### config.mk
export PLATFORM = sky130hd
export DESIGN_NAME = banked_regfile
export DESIGN_NICKNAME = d
export VERILOG_FILES = /design/src/rtl/regbank_pkg.sv /design/src/rtl/rb_slot.sv /design/src/rtl/rb_status.sv /design/src/rtl/rb_gpr.sv /design/src/rtl/banked_regfile.sv
export SDC_FILE = /design/constraint.sdc
export NUM_CORES = 2
export LEC_CHECK = 0
export ABC_CLOCK_PERIOD_IN_PS = 10000
export BUFFER_PORTS_ARGS = -buffer_cell sky130_fd_sc_hd__clkbuf_2
export CORE_MARGIN = 2
export CORE_UTILIZATION = 60
export CTS_BUF_LIST = sky130_fd_sc_hd__clkbuf_8
export DETAILED_ROUTE_END_ITERATION = 16
export PLACE_DENSITY = 0.77
export SETUP_SLACK_MARGIN = 0.05
export SLEW_MARGIN = 20
export SYNTH_ARGS = -nofsm -noshare
export SYNTH_HDL_FRONTEND = slang
export SYNTH_HIERARCHICAL = 1
export SYNTH_SLANG_ARGS = --single-unit
### constraint.sdc
create_clock -name clk -period 10 [get_ports clk]
set_clock_uncertainty 0.1 [all_clocks]
set_input_delay 1 -clock clk [delete_from_list [all_inputs] [get_ports clk]]
set_output_delay 1 -clock clk [all_outputs]
set_load 0.05 [all_outputs]
### src/rtl/regbank_pkg.sv
package regbank_pkg;

  localparam int NUM_GPR   = 16;
  localparam int BANK_LO   = 8;
  localparam int BANK_HI   = 14;
  localparam int PRIV_LO   = 13;
  localparam int WIDE_CNT  = BANK_HI - BANK_LO + 1;
  localparam int NARROW_CNT = BANK_HI - PRIV_LO + 1;
  localparam int EXC_MODES = 4;
  localparam int SAVED_CNT = 5;
  localparam int T_BIT     = 5;
  localparam int F_BIT     = 6;
  localparam int I_BIT     = 7;

  typedef enum logic [4:0] {
    MC_USR = 5'b10000,
    MC_FIQ = 5'b10001,
    MC_IRQ = 5'b10010,
    MC_SVC = 5'b10011,
    MC_ABT = 5'b10111,
    MC_UND = 5'b11011,
    MC_SYS = 5'b11111
  } mode_code_e;

  typedef enum logic [2:0] {
    IM_USR = 3'd0,
    IM_FIQ = 3'd1,
    IM_IRQ = 3'd2,
    IM_SVC = 3'd3,
    IM_ABT = 3'd4,
    IM_UND = 3'd5,
    IM_SYS = 3'd6,
    IM_BAD = 3'd7
  } imode_e;

  localparam logic [2:0] OWN_USR  = 3'd0;
  localparam logic [2:0] OWN_FIQ  = 3'd1;
  localparam logic [2:0] OWN_NONE = 3'd7;

  localparam logic [31:0] PSR_RESET =
    (32'd1 << I_BIT) | (32'd1 << F_BIT) | {27'd0, MC_SVC};

  function automatic imode_e to_imode(input logic [4:0] code);
    case (code)
      MC_USR:  return IM_USR;
      MC_FIQ:  return IM_FIQ;
      MC_IRQ:  return IM_IRQ;
      MC_SVC:  return IM_SVC;
      MC_ABT:  return IM_ABT;
      MC_UND:  return IM_UND;
      MC_SYS:  return IM_SYS;
      default: return IM_BAD;
    endcase
  endfunction

  function automatic logic [31:0] lane_mask(input logic [3:0] m);
    return {{8{m[3]}}, {8{m[2]}}, {8{m[1]}}, {8{m[0]}}};
  endfunction

  function automatic logic [31:0] lane_merge(input logic [31:0] old_w,
                                             input logic [31:0] new_w,
                                             input logic [3:0]  m);
    logic [31:0] lm;
    lm = lane_mask(m);
    return (old_w & ~lm) | (new_w & lm);
  endfunction

  function automatic logic has_saved(input imode_e m);
    return (m == IM_FIQ) || (m == IM_IRQ) || (m == IM_SVC) ||
           (m == IM_ABT) || (m == IM_UND);
  endfunction

  // Which storage backs register r while mode m is current.
  function automatic logic [2:0] bank_owner(input imode_e m, input int r);
    if (r < BANK_LO || r > BANK_HI) return OWN_NONE;
    if (m == IM_FIQ) return OWN_FIQ;
    if (r >= PRIV_LO && (m == IM_IRQ || m == IM_SVC || m == IM_ABT || m == IM_UND))
      return 3'(m);
    return OWN_USR;
  endfunction

  function automatic logic [31:0] pc_view(input logic [3:0] idx,
                                          input logic [31:0] stored,
                                          input logic [31:0] ahead);
    return (idx == 4'd15) ? stored + ahead : stored;
  endfunction

endpackage

### src/rtl/rb_slot.sv
module rb_slot #(
  parameter int W = 32
) (
  input  logic         clk,
  input  logic         rst_n,
  input  logic         en,
  input  logic [W-1:0] d,
  output logic [W-1:0] q
);
  always_ff @(posedge clk) begin
    if (!rst_n)  q <= '0;
    else if (en) q <= d;
  end
endmodule

### src/rtl/rb_status.sv
module rb_status
  import regbank_pkg::*;
#(
  parameter int XLEN = 32
) (
  input  logic            clk,
  input  logic            rst_n,
  input  logic            psr_wr_en,
  input  logic            psr_sel_saved,
  input  logic [3:0]      psr_mask,
  input  logic [XLEN-1:0] psr_wr_data,
  output logic [XLEN-1:0] cur_psr,
  output logic [XLEN-1:0] saved_psr,
  output imode_e          cur_mode,
  output imode_e          nxt_mode,
  output logic            swap_evt,
  output logic            mode_err
);
  logic [XLEN-1:0] cpsr_q;
  logic [XLEN-1:0] cand;
  imode_e          cand_mode;
  logic            cur_wr, bad_wr, accept;
  logic [XLEN-1:0] spsr_q [SAVED_CNT];

  assign cur_mode  = to_imode(cpsr_q[4:0]);
  assign cand      = lane_merge(cpsr_q, psr_wr_data, psr_mask);
  assign cand_mode = to_imode(cand[4:0]);
  assign cur_wr    = psr_wr_en && !psr_sel_saved;
  assign bad_wr    = cur_wr && (cand_mode == IM_BAD);
  assign accept    = cur_wr && !bad_wr;
  assign swap_evt  = accept && (cand_mode != cur_mode);
  assign nxt_mode  = swap_evt ? cand_mode : cur_mode;
  assign cur_psr   = cpsr_q;

  always_ff @(posedge clk) begin
    if (!rst_n) begin
      cpsr_q   <= PSR_RESET;
      mode_err <= 1'b0;
    end else begin
      if (accept) cpsr_q <= cand;
      mode_err <= bad_wr;
    end
  end

  for (genvar k = 0; k < SAVED_CNT; k++) begin : g_saved
    logic sel;
    assign sel = psr_wr_en && psr_sel_saved && (cur_mode == imode_e'(3'(k + 1)));
    rb_slot #(.W(XLEN)) u_slot (
      .clk  (clk),
      .rst_n(rst_n),
      .en   (sel),
      .d    (lane_merge(spsr_q[k], psr_wr_data, psr_mask)),
      .q    (spsr_q[k])
    );
  end

  always_comb begin
    saved_psr = '0;
    for (int k = 0; k < SAVED_CNT; k++)
      if (has_saved(cur_mode) && cur_mode == imode_e'(3'(k + 1)))
        saved_psr = spsr_q[k];
  end
endmodule

### src/rtl/rb_gpr.sv
module rb_gpr
  import regbank_pkg::*;
#(
  parameter int          XLEN     = 32,
  parameter logic [31:0] PC_AHEAD = 32'd8
) (
  input  logic            clk,
  input  logic            rst_n,
  input  logic [3:0]      rd_a_idx,
  output logic [XLEN-1:0] rd_a_data,
  input  logic [3:0]      rd_b_idx,
  output logic [XLEN-1:0] rd_b_data,
  input  logic            wr_en,
  input  logic [3:0]      wr_idx,
  input  logic [XLEN-1:0] wr_data,
  input  imode_e          cur_mode,
  input  imode_e          nxt_mode,
  input  logic            swap_evt
);
  logic [XLEN-1:0] live_q [NUM_GPR];
  logic [XLEN-1:0] live_d [NUM_GPR];
  logic [XLEN-1:0] wv     [NUM_GPR];
  logic [XLEN-1:0] usr_q  [WIDE_CNT];
  logic [XLEN-1:0] fiq_q  [WIDE_CNT];
  logic [XLEN-1:0] exc_q  [EXC_MODES][NARROW_CNT];

  // Live view after this cycle's register write, before any bank exchange.
  always_comb begin
    for (int r = 0; r < NUM_GPR; r++) wv[r] = live_q[r];
    if (wr_en) wv[wr_idx] = wr_data;
  end

  for (genvar r = 0; r < NUM_GPR; r++) begin : g_reg
    if (r >= BANK_LO && r <= BANK_HI) begin : g_bank
      logic [2:0]      ob, nb;
      logic            moved;
      logic [XLEN-1:0] ld;
      assign ob    = bank_owner(cur_mode, r);
      assign nb    = bank_owner(nxt_mode, r);
      assign moved = swap_evt && (ob != nb);
      if (r >= PRIV_LO) begin : g_hi
        logic [1:0] sidx;
        assign sidx = nb[1:0] - 2'd2;
        assign ld = (nb == OWN_USR) ? usr_q[r-BANK_LO] :
                    (nb == OWN_FIQ) ? fiq_q[r-BANK_LO] :
                                      exc_q[sidx][r-PRIV_LO];
      end else begin : g_lo
        assign ld = (nb == OWN_FIQ) ? fiq_q[r-BANK_LO] : usr_q[r-BANK_LO];
      end
      assign live_d[r] = moved ? ld : wv[r];
    end else begin : g_flat
      assign live_d[r] = wv[r];
    end
  end

  always_ff @(posedge clk) begin
    for (int r = 0; r < NUM_GPR; r++) begin
      if (!rst_n) live_q[r] <= '0;
      else        live_q[r] <= live_d[r];
    end
  end

  for (genvar j = 0; j < WIDE_CNT; j++) begin : g_wide
    logic usr_en, fiq_en;
    assign usr_en = swap_evt && bank_owner(cur_mode, j + BANK_LO) == OWN_USR &&
                    bank_owner(nxt_mode, j + BANK_LO) != OWN_USR;
    assign fiq_en = swap_evt && bank_owner(cur_mode, j + BANK_LO) == OWN_FIQ &&
                    bank_owner(nxt_mode, j + BANK_LO) != OWN_FIQ;
    rb_slot #(.W(XLEN)) u_usr (
      .clk(clk), .rst_n(rst_n), .en(usr_en), .d(wv[j+BANK_LO]), .q(usr_q[j]));
    rb_slot #(.W(XLEN)) u_fiq (
      .clk(clk), .rst_n(rst_n), .en(fiq_en), .d(wv[j+BANK_LO]), .q(fiq_q[j]));
  end

  for (genvar m = 0; m < EXC_MODES; m++) begin : g_exc
    for (genvar e = 0; e < NARROW_CNT; e++) begin : g_ent
      logic en;
      assign en = swap_evt &&
                  bank_owner(cur_mode, e + PRIV_LO) == 3'(m + 2) &&
                  bank_owner(nxt_mode, e + PRIV_LO) != 3'(m + 2);
      rb_slot #(.W(XLEN)) u_ent (
        .clk(clk), .rst_n(rst_n), .en(en), .d(wv[e+PRIV_LO]), .q(exc_q[m][e]));
    end
  end

  assign rd_a_data = pc_view(rd_a_idx, live_q[rd_a_idx], PC_AHEAD);
  assign rd_b_data = pc_view(rd_b_idx, live_q[rd_b_idx], PC_AHEAD);
endmodule

### src/rtl/banked_regfile.sv
module banked_regfile
  import regbank_pkg::*;
#(
  parameter int          XLEN     = 32,
  parameter logic [31:0] PC_AHEAD = 32'd8
) (
  input  logic            clk,
  input  logic            rst_n,
  input  logic [3:0]      rd_a_idx,
  output logic [XLEN-1:0] rd_a_data,
  input  logic [3:0]      rd_b_idx,
  output logic [XLEN-1:0] rd_b_data,
  input  logic            wr_en,
  input  logic [3:0]      wr_idx,
  input  logic [XLEN-1:0] wr_data,
  input  logic            psr_wr_en,
  input  logic            psr_sel_saved,
  input  logic [3:0]      psr_mask,
  input  logic [XLEN-1:0] psr_wr_data,
  output logic [XLEN-1:0] cur_psr,
  output logic [XLEN-1:0] saved_psr,
  output logic            privileged,
  output logic            mode_err
);
  imode_e cur_mode, nxt_mode;
  logic   swap_evt;

  rb_status #(.XLEN(XLEN)) u_status (
    .clk          (clk),
    .rst_n        (rst_n),
    .psr_wr_en    (psr_wr_en),
    .psr_sel_saved(psr_sel_saved),
    .psr_mask     (psr_mask),
    .psr_wr_data  (psr_wr_data),
    .cur_psr      (cur_psr),
    .saved_psr    (saved_psr),
    .cur_mode     (cur_mode),
    .nxt_mode     (nxt_mode),
    .swap_evt     (swap_evt),
    .mode_err     (mode_err)
  );

  rb_gpr #(.XLEN(XLEN), .PC_AHEAD(PC_AHEAD)) u_gpr (
    .clk      (clk),
    .rst_n    (rst_n),
    .rd_a_idx (rd_a_idx),
    .rd_a_data(rd_a_data),
    .rd_b_idx (rd_b_idx),
    .rd_b_data(rd_b_data),
    .wr_en    (wr_en),
    .wr_idx   (wr_idx),
    .wr_data  (wr_data),
    .cur_mode (cur_mode),
    .nxt_mode (nxt_mode),
    .swap_evt (swap_evt)
  );

  assign privileged = (cur_mode != IM_USR);
endmodule

==> out/results.txt <==
In this run the biggest area consumer among cell types represents 38.1% of the synthesized area. For the cell area after technology mapping, the log shows 74,100 um2. The portion of the clock cycle consumed by the worst path in the final layout came out at 66.6%. In the post-route analysis, the smallest setup slack over all paths is 3.34 ns. The data required time of the worst path is 8.90 ns.

In this run, synthesis inferred 0 flip-flops with an integrated enable. The initial antenna violation count was 30. The mux share of post-synthesis cell area was 25.0%; the routed wirelength normalized by instance count was 23.3 um. Of the total synthesized cell area, the portion taken by full adders, half adders and majority gates is 0.0338%. For this run, the leading register cell type out of synthesis is sky130_fd_sc_hd__dfxtp_1. The worst hold path startpoint is psr_wr_data[13].

In the post-synthesis netlist, the biggest area contributors are sky130_fd_sc_hd__dfxtp_1 38%, sky130_fd_sc_hd__mux2i_1 13%, sky130_fd_sc_hd__nor2b_1 7.5%. After detailed routing, the total wire length is 216 mm. Root buffer cell: sky130_fd_sc_hd__clkbuf_8. The final route contains 58,000 vias.

At the end of the flow, the number of nets in the layout was 7,549. In this run the worst hold path is classified as input port to register. After legalization and detailed placement, the total HPWL measured 131 mm.

The fraction of layout instances using a drive strength above 1 was 16.4%. The tools report the worst slew margin relative to its limit as 21.7%. The number of vias per cell after detailed routing came out at 6.25. The largest family of logic cells by synthesized area was multiplexers.

Most repeated cell in the gate-level netlist after synthesis: sky130_fd_sc_hd__dfxtp_1. The commonest cells after synthesis are 1,409 x sky130_fd_sc_hd__dfxtp_1, 1,152 x sky130_fd_sc_hd__nand2_1, 953 x sky130_fd_sc_hd__mux2i_1. The weighted congestion at the end of routability-driven global placement was 0.917. Summed over all instances, the cell type with the most area after synthesis is sky130_fd_sc_hd__dfxtp_1. After Yosys synthesis, and, or, nand and nor cells account for 17.0% of the synthesized area. The clock tree synthesis step divided the H-tree into 4 levels.

The total area inside the core boundary comes to 122,000 um2. Counting flops and latches in the post-synthesis netlist gives 1,409. After the first detailed-routing iteration, the DRC count stood at 6,395. The flow ran to the end, and the final reports show no timing, DRC or antenna violations. For the total of endpoints with negative setup slack in the final report, the log shows 0. The count of yosys warnings during synthesis was 6.

Buffers inserted during clock tree synthesis total 228. The area used by sequential logic in the layout came out at 28,200 um2. The sum of negative setup slack is 0 ns, and the worst slack at placement is 3.10 ns.

At the worst endpoint, the arrival time is 5.56 ns. The number of standard-cell rows in the floorplan is 128, and the clock latency on the worst-skew pair is 0.92 ns. The tools report the number of unique standard cell types used by synthesis as 85. Global routing finished with a remaining overflow of 0. Once the clock tree was built, the resizer swapped 0 gates to a different size.

Highest clock frequency the design can meet: 0.150 GHz. After filler insertion, the fill cell instance count of the layout stands at 9,796. The number of I/O port buffers was 214; the via count of the first global-routing pass was 55,900. The multi-input combinational cells in the finished layout cover a total of 41,000 um2. STA classifies the critical path startpoint as an input port. The logs give 254 for the maximum number of pins on one net before global-route repair and 60.6% for the effective utilization at floorplan. In the routed design, unresolved DRC markers number 0. The total setup buffers inserted after CTS came out at 0. Of all nets on the critical path, the largest fanout is 44.

The die covers 126,000 um2. The critical path capture point type was an output port. The transition time at the pin with the least slew margin was 1.17 ns. The global routing usage summed across all routing layers is 33.1%, and the post-synthesis to final-layout area growth is 5.96%. Synthesized area per cell: 9.77 um2. Setup repair after global routing left no endpoint under its margin. The run gives 3 as the maximum clock insertion buffer count. Cells fill 64.3% of the core in the end. The synthesized netlist devotes 0.709% of its cell area to XOR and XNOR gates. The share of async-settable or async-resettable flops after synthesis is 0%.

TritonCTS built the clock tree. IR analysis of the VDD net gives a maximum drop of 0.148 mV. The power per cell area is 160 nW/um2, and the compound-cell area share of the yosys netlist is 12.2%. The width of the chip is 355 um. The reg-to-reg startpoint is u_status/cur_psr[1]$_SDFFE_PN1P_. The hold-fix buffer count after cts came out at 0. The logs give 0 for the number of max-slew violations in the final report and 329 mm for the first-pass GRT wire length. In this run the count of I/O pins placed on the die edge is 215. The category of the critical setup timing path is input port to output port. Counting every instance in the synthesized netlist gives 7,583. In this run the worst setup path begins at rd_b_idx[2].

The sequential share of the synthesized area was 38.1%; the number of nets produced by synthesis was 7,670. The number of maximum-capacitance violations was 0. The hold violation count in the final report is 0. The clock slew seen by the registers of the worst setup and hold paths was 0.06 ns. The floorplan die height works out to 355 um.

Once detail routing completed, the nets flagged for antenna violations numbered 0. The TritonCTS sink count was 1,409. The worst path in the final design needs a cycle of 6.66 ns, including I/O delays and setup.

For this run, the detailed router's first-pass iteration total came to 6. Summed over all cells, the static leakage comes to 28.2 nW.
## metal layers
layer	GRT usage (%)	vias to the layer above	routed length, um	share of wire (%)
met5	0	-	56	0.026
met4	17.0	8	11100	5.1
met3	6.76	638	20500	9.5
met2	52.8	2793	98600	46
met1	42.5	28300	85900	40
li1	-	26300	-	-
## cells by family after synthesis
logic type               count (synthesis)
AND/OR/NAND/NOR                       2497
multiplexers                          1504
flip-flops                            1409
AO/OA/AOI/OAI                         1279
buffers and inverters                  832
XOR/XNOR                                60
adder cells (fa/ha/maj)                  2
## worst paths after layout
path	endpoint	cells past startpoint	slack, ns
min	register	3	0.23
max	rd_b_data[29]	13	3.34
max reg2reg	u_gpr/live_q[9][25]$_SDFF_PN0_	15	4.01
min reg2reg	register	2	0.35
## layout by cell type, fill, tap and decap left out, types with 104 or more instances in the layout
| cell | n |
|---|---|
| sky130_fd_sc_hd__a21boi_0 | 288 |
| sky130_fd_sc_hd__a22oi_1 | 104 |
| sky130_fd_sc_hd__clkbuf_2 | 207 |
| sky130_fd_sc_hd__clkbuf_8 | 295 |
| sky130_fd_sc_hd__dfxtp_1 | 1408 |
| sky130_fd_sc_hd__inv_1 | 241 |
| sky130_fd_sc_hd__mux2_2 | 309 |
| sky130_fd_sc_hd__mux2i_1 | 952 |
| sky130_fd_sc_hd__mux4_2 | 210 |
| sky130_fd_sc_hd__nand2_1 | 1151 |
| sky130_fd_sc_hd__nand3_1 | 218 |
| sky130_fd_sc_hd__nor2b_1 | 883 |
| sky130_fd_sc_hd__o211a_1 | 227 |
| sky130_fd_sc_hd__o21ai_0 | 418 |
## stage by stage
stage	total power, mW	instances	area [um2]	hold WS, ns
floorplan	7.07	7583	74100	0.349
global placement	7.50	8857	73800	0.338
detailed placement	7.53	8857	73800	0.340
CTS	12.5	9270	78500	0.158
global route	12.9	9281	78500	0.218
finish	12.5	9285	78500	0.231
## critical path: stages
cell and delay [ns]:
sky130_fd_sc_hd__buf_4 0.41, sky130_fd_sc_hd__buf_4 0.77, sky130_fd_sc_hd__and2_1 0.24, sky130_fd_sc_hd__buf_4 0.37, sky130_fd_sc_hd__a22oi_1 0.15, sky130_fd_sc_hd__nand2_1 0.24
sky130_fd_sc_hd__ha_1 0.21, sky130_fd_sc_hd__nand2_1 0.16, sky130_fd_sc_hd__nor4_4 0.82, sky130_fd_sc_hd__nor3b_2 0.48, sky130_fd_sc_hd__nand4b_1 0.17, sky130_fd_sc_hd__xnor2_1 0.21
sky130_fd_sc_hd__clkbuf_2 0.30
## final cells by class
| cell class | count | area share [%] |
|---|---|---|
| repair buffers | 316 | 2.51 |
| well taps | 1625 | 2.59 |
| diodes | 15 | 0.0478 |
| multi-input cells | 5342 | 52.2 |
| flip-flops and latches | 1409 | 35.9 |
| clock inverters | 118 | 0.790 |
| inverters | 165 | 0.792 |
| clock buffers | 295 | 5.17 |
## power breakdown
group          internal (mW)  switching [mW]
logic                  0.552            1.09
registers               5.71           0.103
clock network           2.73            2.34
Power figures use the tool's default switching activity.
